--- config.mk ---
export PLATFORM = sky130hd
export DESIGN_NAME = acc_cpu
export DESIGN_NICKNAME = d
export VERILOG_FILES = /design/src/rtl/acc_cpu_pkg.sv /design/src/rtl/acc_cpu_alu.sv /design/src/rtl/acc_cpu_ctrl.sv /design/src/rtl/acc_cpu_dp.sv /design/src/rtl/acc_cpu.sv
export SDC_FILE = /design/constraint.sdc
export NUM_CORES = 1
export LEC_CHECK = 0
export BUFFER_PORTS_ARGS = -buffer_cell sky130_fd_sc_hd__buf_2
export CORE_MARGIN = 2
export CORE_UTILIZATION = 35
export CTS_BUF_LIST = sky130_fd_sc_hd__clkbuf_2 sky130_fd_sc_hd__clkbuf_4 sky130_fd_sc_hd__clkbuf_8
export DETAILED_ROUTE_END_ITERATION = 8
export GPL_TIMING_DRIVEN = 1
export PLACE_DENSITY = 0.5
export SETUP_SLACK_MARGIN = 0.1
export SLEW_MARGIN = 20
export SYNTH_ARGS = -nofsm -noshare
export SYNTH_HDL_FRONTEND = slang
export SYNTH_SLANG_ARGS = --single-unit
--- constraint.sdc ---
create_clock -name clk_i -period 3.5 [get_ports clk_i]
set_clock_uncertainty 0.1 [all_clocks]
set_input_delay 0 -clock clk_i [delete_from_list [all_inputs] [get_ports clk_i]]
set_output_delay 0 -clock clk_i [all_outputs]
set_load 0.02 [all_outputs]
--- src/rtl/acc_cpu_pkg.sv ---
package acc_cpu_pkg;
  localparam int unsigned WORD_W    = 10;
  localparam int unsigned ADDR_W    = 7;
  localparam int unsigned MEM_DEPTH = 100;
  localparam int unsigned WORD_MOD  = 1000;

  localparam logic [3:0] OP_HALT = 4'd0;
  localparam logic [3:0] OP_ADD  = 4'd1;
  localparam logic [3:0] OP_SUB  = 4'd2;
  localparam logic [3:0] OP_STO  = 4'd3;
  localparam logic [3:0] OP_LDA  = 4'd5;
  localparam logic [3:0] OP_BRA  = 4'd6;
  localparam logic [3:0] OP_BRZ  = 4'd7;
  localparam logic [3:0] OP_BRP  = 4'd8;
  localparam logic [3:0] OP_IO   = 4'd9;

  typedef enum logic [3:0] {
    ST_F_ADDR, ST_F_WAIT, ST_F_CAP, ST_F_IR, ST_DEC,
    ST_O_WAIT, ST_O_CAP, ST_EXEC, ST_S_DATA, ST_S_WR,
    ST_IN, ST_OUT, ST_PC_INC, ST_HALT
  } state_e;

  typedef enum logic [1:0] {PC_HOLD, PC_STEP, PC_JUMP} pc_sel_e;
  typedef enum logic [2:0] {ACC_HOLD, ACC_MDR, ACC_ADD, ACC_SUB, ACC_IN} acc_sel_e;

  typedef struct packed {
    pc_sel_e  pc_sel;
    logic     mar_pc;
    logic     mar_ir;
    logic     mdr_mem;
    logic     mdr_acc;
    logic     ir_ld;
    acc_sel_e acc_sel;
    logic     out_ld;
    logic     mem_we;
  } ctl_t;
endpackage

--- src/rtl/acc_cpu_alu.sv ---
module acc_cpu_alu #(
  parameter int unsigned WORD_W   = 10,
  parameter int unsigned WORD_MOD = 1000
) (
  input  logic [WORD_W-1:0] a_i,
  input  logic [WORD_W-1:0] b_i,
  input  logic              sub_i,
  output logic [WORD_W-1:0] res_o,
  output logic              borrow_o
);
  localparam logic [WORD_W:0] MOD_W = (WORD_W+1)'(WORD_MOD);

  logic [WORD_W:0] a_x, b_x, sum_x, dif_x;

  always_comb begin
    a_x      = {1'b0, a_i};
    b_x      = {1'b0, b_i};
    sum_x    = a_x + b_x;
    dif_x    = a_x - b_x;
    borrow_o = 1'b0;
    if (sub_i) begin
      if (a_x < b_x) begin
        dif_x    = a_x + MOD_W - b_x;
        borrow_o = 1'b1;
      end
      res_o = dif_x[WORD_W-1:0];
    end else begin
      if (sum_x >= MOD_W) sum_x = sum_x - MOD_W;
      res_o = sum_x[WORD_W-1:0];
    end
  end
endmodule

--- src/rtl/acc_cpu_ctrl.sv ---
module acc_cpu_ctrl
  import acc_cpu_pkg::*;
#(
  parameter int unsigned ADDR_W = 7
) (
  input  logic              clk_i,
  input  logic              rst_ni,
  input  logic [3:0]        ir_op_i,
  input  logic [ADDR_W-1:0] ir_lo_i,
  input  logic              acc_zero_i,
  input  logic              neg_i,
  input  logic              in_valid_i,
  output ctl_t              ctl_o,
  output logic              in_ready_o,
  output logic              halted_o
);
  state_e state_q, state_d;

  always_ff @(posedge clk_i or negedge rst_ni) begin
    if (!rst_ni) state_q <= ST_F_ADDR;
    else         state_q <= state_d;
  end

  always_comb begin
    ctl_o   = '0;
    state_d = state_q;
    unique case (state_q)
      ST_F_ADDR: begin ctl_o.mar_pc  = 1'b1; state_d = ST_F_WAIT; end
      ST_F_WAIT: state_d = ST_F_CAP;
      ST_F_CAP:  begin ctl_o.mdr_mem = 1'b1; state_d = ST_F_IR; end
      ST_F_IR:   begin ctl_o.ir_ld   = 1'b1; state_d = ST_DEC; end
      ST_DEC: begin
        case (ir_op_i)
          OP_ADD, OP_SUB, OP_LDA: begin ctl_o.mar_ir = 1'b1; state_d = ST_O_WAIT; end
          OP_STO: begin ctl_o.mar_ir = 1'b1; state_d = ST_S_DATA; end
          OP_BRA: begin ctl_o.pc_sel = PC_JUMP; state_d = ST_F_ADDR; end
          OP_BRZ: begin
            ctl_o.pc_sel = acc_zero_i ? PC_JUMP : PC_STEP;
            state_d      = ST_F_ADDR;
          end
          OP_BRP: begin
            ctl_o.pc_sel = neg_i ? PC_STEP : PC_JUMP;
            state_d      = ST_F_ADDR;
          end
          OP_IO: begin
            if (ir_lo_i == ADDR_W'(1))      state_d = ST_IN;
            else if (ir_lo_i == ADDR_W'(2)) state_d = ST_OUT;
            else                            state_d = ST_PC_INC;
          end
          OP_HALT: state_d = ST_HALT;
          default: state_d = ST_PC_INC;
        endcase
      end
      ST_O_WAIT: state_d = ST_O_CAP;
      ST_O_CAP:  begin ctl_o.mdr_mem = 1'b1; state_d = ST_EXEC; end
      ST_EXEC: begin
        case (ir_op_i)
          OP_ADD:  ctl_o.acc_sel = ACC_ADD;
          OP_SUB:  ctl_o.acc_sel = ACC_SUB;
          default: ctl_o.acc_sel = ACC_MDR;
        endcase
        state_d = ST_PC_INC;
      end
      ST_S_DATA: begin ctl_o.mdr_acc = 1'b1; state_d = ST_S_WR; end
      ST_S_WR:   begin ctl_o.mem_we  = 1'b1; state_d = ST_PC_INC; end
      ST_IN: begin
        if (in_valid_i) begin
          ctl_o.acc_sel = ACC_IN;
          state_d       = ST_PC_INC;
        end
      end
      ST_OUT:    begin ctl_o.out_ld = 1'b1; state_d = ST_PC_INC; end
      ST_PC_INC: begin ctl_o.pc_sel = PC_STEP; state_d = ST_F_ADDR; end
      ST_HALT:   state_d = ST_HALT;
      default:   state_d = ST_F_ADDR;
    endcase
  end

  assign in_ready_o = (state_q == ST_IN);
  assign halted_o   = (state_q == ST_HALT);
endmodule

--- src/rtl/acc_cpu_dp.sv ---
module acc_cpu_dp
  import acc_cpu_pkg::*;
#(
  parameter int unsigned WORD_W    = 10,
  parameter int unsigned ADDR_W    = 7,
  parameter int unsigned MEM_DEPTH = 100,
  parameter int unsigned WORD_MOD  = 1000
) (
  input  logic              clk_i,
  input  logic              rst_ni,
  input  ctl_t              ctl_i,
  input  logic [WORD_W-1:0] mem_rdata_i,
  input  logic [WORD_W-1:0] in_data_i,
  output logic [ADDR_W-1:0] mar_o,
  output logic [WORD_W-1:0] mdr_o,
  output logic [3:0]        ir_op_o,
  output logic [ADDR_W-1:0] ir_lo_o,
  output logic              acc_zero_o,
  output logic              neg_o,
  output logic [WORD_W-1:0] out_o,
  output logic              strobe_o
);
  localparam logic [ADDR_W-1:0] PC_LAST = ADDR_W'(MEM_DEPTH - 1);
  localparam int unsigned       FIELD   = WORD_MOD / 10;

  logic [ADDR_W-1:0] pc_q, mar_q;
  logic [WORD_W-1:0] mdr_q, ir_q, acc_q, out_q;
  logic              neg_q, strobe_q;
  logic [WORD_W-1:0] alu_res;
  logic              alu_borrow;

  acc_cpu_alu #(.WORD_W(WORD_W), .WORD_MOD(WORD_MOD)) u_alu (
    .a_i      (acc_q),
    .b_i      (mdr_q),
    .sub_i    (ctl_i.acc_sel == ACC_SUB),
    .res_o    (alu_res),
    .borrow_o (alu_borrow)
  );

  assign ir_op_o = 4'(ir_q / WORD_W'(FIELD));
  assign ir_lo_o = ADDR_W'(ir_q % WORD_W'(FIELD));

  always_ff @(posedge clk_i or negedge rst_ni) begin
    if (!rst_ni) begin
      pc_q     <= '0;
      mar_q    <= '0;
      mdr_q    <= '0;
      ir_q     <= '0;
      acc_q    <= '0;
      neg_q    <= 1'b0;
      out_q    <= '0;
      strobe_q <= 1'b0;
    end else begin
      strobe_q <= ctl_i.out_ld;
      case (ctl_i.pc_sel)
        PC_STEP: pc_q <= (pc_q == PC_LAST) ? '0 : pc_q + 1'b1;
        PC_JUMP: pc_q <= ir_lo_o;
        default: ;
      endcase
      if (ctl_i.mar_pc) mar_q <= pc_q;
      if (ctl_i.mar_ir) mar_q <= ir_lo_o;
      if (ctl_i.mdr_mem) mdr_q <= mem_rdata_i;
      if (ctl_i.mdr_acc) mdr_q <= acc_q;
      if (ctl_i.ir_ld)   ir_q  <= mdr_q;
      if (ctl_i.out_ld)  out_q <= acc_q;
      case (ctl_i.acc_sel)
        ACC_MDR: begin acc_q <= mdr_q;     neg_q <= 1'b0; end
        ACC_IN:  begin acc_q <= in_data_i; neg_q <= 1'b0; end
        ACC_ADD: begin acc_q <= alu_res;   neg_q <= 1'b0; end
        ACC_SUB: begin acc_q <= alu_res;   neg_q <= alu_borrow; end
        default: ;
      endcase
    end
  end

  assign mar_o      = mar_q;
  assign mdr_o      = mdr_q;
  assign acc_zero_o = (acc_q == '0);
  assign neg_o      = neg_q;
  assign out_o      = out_q;
  assign strobe_o   = strobe_q;
endmodule

--- src/rtl/acc_cpu.sv ---
module acc_cpu
  import acc_cpu_pkg::*;
#(
  parameter int unsigned P_WORD_W    = WORD_W,
  parameter int unsigned P_ADDR_W    = ADDR_W,
  parameter int unsigned P_MEM_DEPTH = MEM_DEPTH,
  parameter int unsigned P_WORD_MOD  = WORD_MOD
) (
  input  logic                  clk_i,
  input  logic                  rst_ni,
  output logic [P_ADDR_W-1:0]   mem_addr_o,
  output logic [P_WORD_W-1:0]   mem_wdata_o,
  output logic                  mem_we_o,
  input  logic [P_WORD_W-1:0]   mem_rdata_i,
  input  logic [P_WORD_W-1:0]   in_data_i,
  input  logic                  in_valid_i,
  output logic                  in_ready_o,
  output logic [P_WORD_W-1:0]   out_data_o,
  output logic                  out_strobe_o,
  output logic                  halted_o
);
  ctl_t                ctl;
  logic [3:0]          ir_op;
  logic [P_ADDR_W-1:0] ir_lo;
  logic                acc_zero, neg;

  acc_cpu_ctrl #(.ADDR_W(P_ADDR_W)) u_ctrl (
    .clk_i      (clk_i),
    .rst_ni     (rst_ni),
    .ir_op_i    (ir_op),
    .ir_lo_i    (ir_lo),
    .acc_zero_i (acc_zero),
    .neg_i      (neg),
    .in_valid_i (in_valid_i),
    .ctl_o      (ctl),
    .in_ready_o (in_ready_o),
    .halted_o   (halted_o)
  );

  acc_cpu_dp #(
    .WORD_W(P_WORD_W), .ADDR_W(P_ADDR_W),
    .MEM_DEPTH(P_MEM_DEPTH), .WORD_MOD(P_WORD_MOD)
  ) u_dp (
    .clk_i       (clk_i),
    .rst_ni      (rst_ni),
    .ctl_i       (ctl),
    .mem_rdata_i (mem_rdata_i),
    .in_data_i   (in_data_i),
    .mar_o       (mem_addr_o),
    .mdr_o       (mem_wdata_o),
    .ir_op_o     (ir_op),
    .ir_lo_o     (ir_lo),
    .acc_zero_o  (acc_zero),
    .neg_o       (neg),
    .out_o       (out_data_o),
    .strobe_o    (out_strobe_o)
  );

  assign mem_we_o = ctl.mem_we;
endmodule

==> key figures, run 1 <==
Clock network
  • Worst-path clk slew: around 0.070 ns
  • H-tree depth: 3
  • Clock Latency Late Sink: roughly 0.36 ns
  • Worst-case clock buffer depth: 2
  • Num CTS Buffers: 9
  • CTS Sinks: 60
  • Root Driver: clkbuf_8
  • TritonCTS clock tree: yes

STA
  • Final hold vios: 0
  • Maximum clock rate: 272.5 MHz
  • RSZ-0062 raised after global routing: true
  • Slew Limit Fails: 0
  • Post-route clock period utilization: 1.048
  • Slew headroom: 0.3476
  • Final setup vio count: 7
  • Setup_tns: -0.9846 ns
  • Min Clock Period, post-route: around 3.7 ns
  • Slew @ Worst Pin: between 0.9 and 1 ns
  • Crit path setup slack, layout: -0.1696 ns

Yosys
  • Synth Net Count: 747
  • Main synth FF type: dfrtp_1
  • Synth Area per Inst: 8.223 um^2
  • Synth area leaders: dfrtp_1 (27%), ha_1 (8.0%), nand2_1 (5.1%)
  • Seq/Total Area, Yosys: 0.2677
  • Synth top cells by count: nand2_1 (76), dfrtp_1 (60), o21ai_0 (52)
  • Synth Warn #: 0
  • Unique masters post-synth: 81
  • Post-synth ARST share: 1.000
  • Cell count after synthesis: 682
  • Top cell type's share of synthesized area: 0.2677
  • Cell taking the most area after synthesis: dfrtp_1
  • Flops & latches, synth: 60
  • Synthesized area: about 5600 um^2
  • EDFF count, synth: 0
  • Count leader, synth: nand2_1

Outcome
  • Status: finished, violations left
  • Violated checks: setup timing

Route
  • Via total after detailed routing: around 5700
  • Detail Route Antenna Nets: 0
  • Drt pass-1 iters: 5
  • Routed len/inst: 17.14 um
  • Final WL: around 18000 um
  • Vias per cell: between 5 and 6
  • DR DRC count: 0
  • DRT iter0 DRCs: about 380

Worst setup path
  • CP max FO: 7
  • CP Buf/Inv Count: 3
  • Critical Path AT: ~3.8 ns
  • WS Path Type: flip-flop to flip-flop
  • CP max stage delay: 0.44 ns
  • Crit. End Element: flip-flop
  • Worst path top cell family by delay: compound AO/OA/AOI/OAI gates
  • Crit path cell chain: buf_6, nor3_4, buf_4, nand2b_4, a211oi_4, buf_6, a211o_1, a41oi_2, o21ai_2, and3_4, a41o_1, nor4_1, o311ai_1, ha_2, nand2b_1, o221ai_1
  • Most used cell, CP: buf_6
  • Req. time, crit path: around 3.6 ns
  • Cell at the slowest stage of the critical path: dfrtp_2
  • Critical Path Start: u_dp.ir_q[7]
  • Worst setup SP type: flip-flop
  • RR Endpoint: u_dp.pc_q[2]
  • Reg-to-reg startpoint: u_dp.ir_q[7]
  • Critical path depth in cells: 16
  • Worst-case reg-to-reg path depth: 16
  • Worst reg-to-reg setup slack: -0.17 ns

Final layout
  • ANT cells: 0
  • Fillers: about 1600
  • Fin area: about 7600 um^2
  • Fraction of layout cells with a size suffix above 1: 0.3110
  • Post-layout nets: 913
  • Area delta synth->final: 35.54%

GRT
  • Overflow after GRT: 0
  • Largest net degree at the start of global routing: 33
  • Number of global-route vias before repair: ~5700
  • Total GRT Usage: 0.2211
  • First-pass GRT wire length: 29150 um
  • Initial antenna violation count: 0

Die
  • IO Count: 54
  • Die ar.: 17050 um^2
  • Core area: 15770 um^2
  • Row cnt: 46
  • Initial Utilization: 0.3556
  • Die extent in y: 130.6 um
  • Chip width: 130.6 um

Worst hold path
  • Hold Startpoint: in_data_i[9]
  • Hold path endpoint: u_dp.acc_q[9]
  • Hold depth: 4
  • Hold/Removal Path Class: input pin to flip-flop

Placed design
  • PortBufs: 53
  • Placed cell area: 6756 um^2
  • Placer Congestion: roughly 0.9
  • Post-DP HPWL: 13980 um

Flow run
  • Max Cap Viol: 0
-- stage by stage --
| stage | worst slack [ns] | std cells | utilization | hold WS, ns |
|---|---|---|---|---|
| 2_1_floorplan | -0.1430 | 682 | - | -0.3956 |
| 3_3_place_gp | -0.2274 | 1013 | 0.4284 | -0.004753 |
| 3_5_place_dp | -0.3306 | 1013 | 0.4284 | 0.006041 |
| 4_1_cts | -0.1656 | 1059 | 0.4672 | 0.02406 |
| 5_1_grt | -0.3447 | 1068 | 0.4820 | 0.009527 |
| 6_report | -0.1696 | 1068 | 0.4820 | 0.008373 |
-- logic make-up (layout without fill, tap and decap cells) --
kind of cell,after synthesis,count (layout),synth area share
compound gates,209,209,0.2653
xor+xnor,25,25,0.03905
fa+ha+maj,43,43,0.1037
buf+inv,83,253,0.06180
flops,60,60,0.2677
mux,32,32,0.05957
simple gates,230,230,0.2028
-- repair_timing --
action | CTS | global route
endpoints found under the setup margin | 17 | 22
hold buffers | 20 | 0
pin swaps | 13 | 15
setup buffers | 11 | 8
hold endpoints to repair | 47 | 0
gates cloned | 0 | 1
gates resized for setup | 25 | 35
-- final cells by class --
| cell class | count | area [um^2] | share of cell area |
|---|---|---|---|
| inverters | 48 | 180.2 | 0.02370 |
| clock buffers | 12 | 165.2 | 0.02173 |
| well taps | 216 | 270.3 | 0.03556 |
| repair buffers | 190 | 1389 | 0.1827 |
| multi-input cells | 539 | 4019 | 0.5287 |
| clock inverters | 3 | 68.82 | 0.009053 |
| flip-flops and latches | 60 | 1509 | 0.1985 |
-- worst max-delay path by stage --
stage,endpoint,slack (ns)
CTS,u_dp.pc_q[6],-0.17
global route,u_dp.pc_q[6],-0.34
floorplan,u_dp.pc_q[0],-0.14
detailed placement,u_dp.pc_q[2],-0.33
global placement,u_dp.pc_q[2],-0.23
finish,u_dp.pc_q[2],-0.17
-- metal layers --
metal  wire [um]  GRT usage  share of wire  up-vias
met3         500    0.03135          0.027       17
met1        8282     0.2871           0.45     2791
met5           0          0              0        -
li1            -          -              -     2786
met4         255    0.06383          0.014        0
met2        9264     0.3839           0.51       87
-- cell usage in the layout (no fill, tap or decap), types with 11 or more instances in the layout --
master         synthesis  final
buf_4                  4    106
nand2_1               76     75
buf_2                 10     54
dfrtp_1               60     54
nor2_1                51     50
inv_1                 48     47
o21ai_0               52     45
ha_1                  36     34
a21oi_1               31     29
nand3_1               22     21
mux2i_1               21     21
dlygate4sd3_1          0     20
xnor2_1               19     18
clkbuf_8               0     12
o211ai_1              11     11
mux2_2                11     11
-- worst min-delay path, stage by stage --
cell	delay, ns
buf_2	0.09
mux2i_1	0.08
o22ai_2	0.15
a211o_1	0.11
-- registers in the layout (all words and copies together) (netlist names) --
name and count:
u_dp.acc_q 10, u_dp.ir_q 10, u_dp.mdr_o 10, u_dp.out_o 10, u_dp.mar_o 7, u_dp.pc_q 7
u_ctrl.state_q 4, u_dp.neg_o 1, u_dp.strobe_o 1
Power of run 1 is not shown: default switching activity piles up to over one toggle a cycle in this logic, so the estimate is an artifact.
==> run 2, diff against run 1 <==
CORE_UTILIZATION = 56   (was 35)
PLACE_DENSITY = 0.75   (was 0.5)
==> key figures, run 2 (same netlist as run 1, synthesis figures left out) <==
Clock network
  • Num CTS Buffers: 9 (unchanged)
  • Worst-case clock buffer depth: 2 (unchanged)
  • H-tree depth: 3 (unchanged)
  • CTS Sinks: 60 (unchanged)
  • Root Driver: clkbuf_8 (unchanged)
  • TritonCTS clock tree: yes (unchanged)
  • Worst-path clk slew: 0.08 ns (was 0.07 ns)
  • Clock Latency Late Sink: 0.35 ns (was 0.36 ns)

Worst setup path
  • Critical Path AT: 3.90 ns (was 3.79 ns)
  • Worst path top cell family by delay: compound AO/OA/AOI/OAI gates (unchanged)
  • Worst setup SP type: flip-flop (unchanged)
  • CP max stage delay: 0.42 ns (was 0.44 ns)
  • WS Path Type: flip-flop to flip-flop (unchanged)
  • Crit. End Element: flip-flop (unchanged)
  • Critical path depth in cells: 17 (was 16)
  • Worst reg-to-reg setup slack: -0.27 ns (was -0.17 ns)
  • Cell at the slowest stage of the critical path: dfrtp_2 (unchanged)
  • Crit path cell chain: buf_4, buf_4, or3_4, a21oi_1, a211o_1, a211o_1, a41oi_2, o21ai_2, and3_4, a41o_1, nor4_2, o311ai_2, ha_4, buf_6, buf_6, o21ai_2, o221ai_1 (was buf_6, nor3_4, buf_4, nand2b_4, a211oi_4, buf_6, a211o_1, a41oi_2, o21ai_2, and3_4, a41o_1, nor4_1, o311ai_1, ha_2, nand2b_1, o221ai_1)
  • CP max FO: 4 (was 7)
  • CP Buf/Inv Count: 4 (was 3)
  • Req. time, crit path: 3.62 ns (about the same)
  • Worst-case reg-to-reg path depth: 17 (was 16)

STA
  • Final setup vio count: 7 (unchanged)
  • Min Clock Period, post-route: 3.773 ns (was 3.670 ns)
  • RSZ-0062 raised after global routing: true (unchanged)
  • Crit path setup slack, layout: -0.2726 ns (was -0.1696 ns)
  • Post-route clock period utilization: 1.078 (was 1.048)
  • Maximum clock rate: 265.1 MHz (was 272.5 MHz)
  • Slew headroom: 0.3563 (was 0.3476)
  • Final hold vios: 0 (unchanged)
  • Slew @ Worst Pin: 0.9567 ns (was 0.9696 ns)
  • Slew Limit Fails: 0 (unchanged)
  • Min Hold Slack: 0.02049 ns (was 0.008373 ns)

GRT
  • Initial antenna violation count: 0 (unchanged)
  • First-pass GRT wire length: 28710 um (was 29150 um)
  • Total GRT Usage: 0.3253 (was 0.2211)
  • Overflow after GRT: 0 (unchanged)
  • Number of global-route vias before repair: 5768 (was 5653)
  • Largest net degree at the start of global routing: 43 (was 33)

Die
  • Die ar.: 10830 um^2 (was 17050 um^2)
  • Initial Utilization: 0.5764 (was 0.3556)
  • Chip width: 104.1 um (was 130.6 um)
  • Row cnt: 36 (was 46)
  • Die extent in y: 104.1 um (was 130.6 um)
  • IO Count: 54 (unchanged)
  • Core area: 9729 um^2 (was 15770 um^2)

Route
  • Final WL: 18130 um (was 18300 um)
  • Drt pass-1 iters: 5 (unchanged)
  • DR DRC count: 0 (unchanged)
  • WL met1: 7203 um (was 8282 um)
  • DRT iter0 DRCs: 424 (was 377)
  • DR top layer: met4 (unchanged)
  • Routed len/inst: 18.52 um (was 17.14 um)
  • WL met2: 9262 um (was 9264 um)
  • Via total after detailed routing: 5960 (was 5681)
  • Met3 WL: 1153 um (was 500 um)
  • Detail Route Antenna Nets: 0 (unchanged)
  • Vias per cell: 6.088 (was 5.319)

Placed design
  • Post-DP HPWL: 12550 um (was 13980 um)
  • PortBufs: 53 (unchanged)
  • Placer Congestion: 0.9723 (was 0.9016)
  • Placed instance count: 912 (was 1013)

Final layout
  • Fraction of layout cells with a size suffix above 1: 0.3215 (was 0.3110)
  • Area delta synth->final: 33.73% (was 35.54%)
  • Commonest cells after routing, fill and taps aside: buf_4 (96), nand2_1 (74), buf_2 (54), dfrtp_1 (52), nor2_1 (51) (was buf_4 (106), nand2_1 (75), buf_2 (54), dfrtp_1 (54), nor2_1 (50))
  • Non-Filler Instances: 979 (was 1068)
  • Post-layout nets: 906 (was 913)
  • Leading cell type in the layout, fill and taps excluded: buf_4 (unchanged)
  • ANT cells: 0 (unchanged)

Outcome
  • Violated checks: setup timing (unchanged)
  • Status: finished, violations left (unchanged)

Worst hold path
  • Hold/Removal Path Class: input pin to flip-flop (unchanged)
  • Hold depth: 4 (unchanged)

Flow run
  • Max Cap Viol: 0 (unchanged)
==> run 2: cell types whose count changed in the layout (fill, tap and decap cells not counted), moves of 3 or more <==
| cell | change |
|---|---|
| buf_4 | -10 |
| buf_6 | +6 |
| a31oi_2 | +3 |
| clkbuf_8 | -3 |
==> run 2: cell type report <==
class | instances | area (um^2)
inverters | 48 | 180.2
clock inverters | 6 | 65.06
flip-flops and latches | 60 | 1511
multi-input cells | 539 | 4106
repair buffers | 183 | 1339
well taps | 133 | 166.4
fillers | 671 | 2230
clock buffers | 10 | 131.4
==> run 2: worst paths after layout <==
path                                    start            end
worst min-delay path             in_data_i[0]  u_dp.acc_q[0]
worst min register to register  u_dp.out_o[9]  u_dp.out_o[9]
max in group asynchronous              rst_ni   u_dp.ir_q[9]
min in group asynchronous              rst_ni  u_dp.mar_o[6]
worst max register to register   u_dp.ir_q[4]   u_dp.pc_q[4]
worst max-delay path             u_dp.ir_q[4]   u_dp.pc_q[4]
==> run 2: metrics by stage <==
stage	setup slack [ns]	setup TNS (ns)	util	instance area, um^2
global placement	-0.1292	-0.5830	0.6686	6505
global route	-0.3691	-2.256	0.7708	7500
finish	-0.2726	-1.469	0.7708	7500
detailed placement	-0.2635	-1.416	0.6686	6505
CTS	-0.1055	-0.4477	0.7355	7156
floorplan	-0.1430	-0.7158	-	5672
==> run 2: worst register-to-register path, stage by stage, from the launching register on <==
cell and delay, ns:
dfrtp_2 0.42, buf_4 0.14, buf_4 0.13, or3_4 0.35, a21oi_1 0.25, a211o_1 0.17
a211o_1 0.14, a41oi_2 0.14, o21ai_2 0.22, and3_4 0.22, a41o_1 0.17, nor4_2 0.06
o311ai_2 0.37, ha_4 0.28, buf_6 0.13, buf_6 0.12, o21ai_2 0.12, o221ai_1 0.11
==> run 2: what timing repair did <==
action	CTS	global route
setup buffers	22	11
gates resized for setup	32	55
endpoints found under the hold margin	59	0
endpoints found under the setup margin	8	16
cloned	0	0
pin swaps	6	23
hold buffers	19	0
==> run 2: routing by layer <==
| layer | GRT usage | vias to the layer above |
|---|---|---|
| met1 | 0.4083 | 2852 |
| met2 | 0.5625 | 282 |
| met4 | 0.1216 | 0 |
| li1 | - | 2780 |
| met3 | 0.05388 | 46 |
| met5 | 0 | - |
Power of run 2 is left out for the same reason.
==> run 3, diff against run 2 <==
CORE_UTILIZATION = 62   (was 56)
PLACE_DENSITY = 0.79   (was 0.75)
clock period = 3.9 ns   (was 3.5 ns; I/O delays follow)
==> key figures, run 3 (same netlist as run 1, synthesis figures left out) <==
GRT
  • Total GRT Usage: 0.3317 (was 0.3253)
  • Initial antenna violation count: 0 (unchanged)
  • Number of global-route vias before repair: 5440 (was 5768)
  • First-pass GRT wire length: 26230 um (was 28710 um)
  • Overflow after GRT: 0 (unchanged)
  • Largest net degree at the start of global routing: 61 (was 43)

Route
  • Drt pass-1 iters: 4 (was 5)
  • Via total after detailed routing: 5588 (was 5960)
  • Vias per cell: 6.258 (was 6.088)
  • DR DRC count: 0 (unchanged)
  • Final WL: 16300 um (was 18130 um)
  • DRT iter0 DRCs: 300 (was 424)
  • Detail Route Antenna Nets: 0 (unchanged)
  • Routed len/inst: 18.26 um (was 18.52 um)

Placed design
  • Post-DP HPWL: 11850 um (was 12550 um)
  • PortBufs: 53 (unchanged)
  • Placer Congestion: 0.9460 (was 0.9723)

STA
  • Slew Limit Fails: 0 (unchanged)
  • Slew headroom: 0.3251 (was 0.3563)
  • Setup_tns: 0 ns (was -1.469 ns)
  • Slew @ Worst Pin: 1.007 ns (was 0.9567 ns)
  • Maximum clock rate: 262.2 MHz (was 265.1 MHz)
  • Min Clock Period, post-route: 3.813 ns (was 3.773 ns)
  • RSZ-0062 raised after global routing: true (unchanged)
  • Post-route clock period utilization: 0.9778 (was 1.078)
  • Final setup vio count: 0 (was 7)
  • Final hold vios: 0 (unchanged)

Clock network
  • Worst-case clock buffer depth: 2 (unchanged)
  • Clock Latency Late Sink: 0.34 ns (was 0.35 ns)
  • Worst-path clk slew: 0.08 ns (about the same)
  • CTS Sinks: 60 (unchanged)
  • TritonCTS clock tree: yes (unchanged)
  • Num CTS Buffers: 9 (unchanged)
  • H-tree depth: 3 (unchanged)
  • Root Driver: clkbuf_8 (unchanged)

Worst setup path
  • Worst reg-to-reg setup slack: 0.09 ns (was -0.27 ns)
  • Reg-to-reg startpoint: u_dp.ir_q[7] (was u_dp.ir_q[4])
  • WS Path Type: flip-flop to flip-flop (unchanged)
  • Critical Path AT: 3.97 ns (was 3.90 ns)
  • Crit. End Element: flip-flop (unchanged)
  • Worst setup SP type: flip-flop (unchanged)
  • CP max FO: 7 (was 4)
  • Req. time, crit path: 4.06 ns (was 3.62 ns)
  • Critical Path Start: u_dp.ir_q[7] (was u_dp.ir_q[4])

Die
  • Initial Utilization: 0.6399 (was 0.5764)
  • Die ar.: 9822 um^2 (was 10830 um^2)
  • IO Count: 54 (unchanged)
  • Die extent in y: 99.11 um (was 104.1 um)
  • Row cnt: 34 (was 36)
  • Chip width: 99.11 um (was 104.1 um)
  • Core area: 8763 um^2 (was 9729 um^2)

Final layout
  • Area delta synth->final: 22.82% (was 33.73%)
  • Post-layout nets: 846 (was 906)
  • Fraction of layout cells with a size suffix above 1: 0.2433 (was 0.3215)
  • ANT cells: 0 (unchanged)
  • Commonest cells after routing, fill and taps aside: nand2_1 (75), dfrtp_1 (54), buf_2 (53), nor2_1 (49), inv_1 (48) (was buf_4 (96), nand2_1 (74), buf_2 (54), dfrtp_1 (52), nor2_1 (51))
  • Leading cell type in the layout, fill and taps excluded: nand2_1 (was buf_4)
  • Fillers: 634 (was 671)

Outcome
  • Status: completed (was finished, violations left)

Flow run
  • Max Cap Viol: 0 (unchanged)

Worst hold path
  • Hold Startpoint: in_data_i[1] (was in_data_i[0])
  • Hold/Removal Path Class: input pin to flip-flop (unchanged)
==> run 3: cell count changes in the layout (fill, tap and decap cells not counted), sizes merged <==
| cell | delta |
|---|---|
| dlygate4sd3 | -2 |
| clkinvlp | -1 |
| clkbuf | +3 |
| clkinv | -3 |
| buf | -59 |
| bufinv | +1 |
==> run 3: final timing paths <==
path	endpoint	cells past startpoint
worst max-delay path	u_dp.pc_q[2]	16
worst min-delay path	u_dp.acc_q[1]	5
worst max register to register	u_dp.pc_q[2]	16
worst min register to register	u_dp.out_o[8]	2
max in group asynchronous	u_dp.ir_q[4]	3
min in group asynchronous	u_dp.ir_q[8]	3
==> run 3: final cells by class <==
| cell class | count | area [um^2] | area share |
|---|---|---|---|
| sequential | 60 | 1509 | 0.2191 |
| multi-input combinational | 539 | 3964 | 0.5755 |
| clock buffer | 12 | 165.2 | 0.02398 |
| inverter | 48 | 180.2 | 0.02616 |
| clock inverter | 3 | 68.82 | 0.009991 |
| tap | 108 | 135.1 | 0.01962 |
| timing repair buffer | 123 | 865.8 | 0.1257 |
==> run 3: timing repair <==
action,4_1_cts,5_1_grt
hold endpoints to repair,76,0
setup endpoints to repair,6,17
pin swaps,1,21
hold buffers,17,0
gates cloned,0,0
buffers inserted,1,15
gates resized for setup,3,55
==> run 3: per-stage QoR <==
step / worst slack [ns] / hold WS, ns / cell area, um^2 / util / instances
after floorplan: 0.1433 / -0.3956 / 5609 / - / 682
after detailed placement: 0.01269 / 0.1176 / 6125 / 0.6989 / 845
final: 0.08652 / 0.01202 / 6888 / 0.7860 / 893
after global placement: 0.1110 / 0.1100 / 6125 / 0.6989 / 845
after global routing: 0.004772 / 0.01838 / 6888 / 0.7860 / 893
after CTS: 0.1158 / 0.003595 / 6548 / 0.7471 / 878
==> run 3: metal layers <==
metal,vias to the layer above,global-route usage,wire (um)
met4,0,0.1370,521
met5,-,0,0
li1,2657,-,-
met1,2692,0.4125,6743
met3,39,0.04849,807
met2,200,0.5780,8230
==> run 3: worst max-delay path, cell delays in order, from the launching register on <==
cell,delay [ns]
dfrtp_2,0.47
buf_6,0.15
a21boi_2,0.13
o2bb2ai_2,0.08
a2111o_1,0.40
o31ai_4,0.35
a41oi_2,0.10
o21ai_2,0.26
and3_4,0.23
a41o_1,0.14
nor4_2,0.06
o311ai_1,0.35
ha_2,0.38
buf_12,0.15
nor2_1,0.10
nand3_1,0.10
o221ai_1,0.18
Power of run 3 is left out for the same reason.
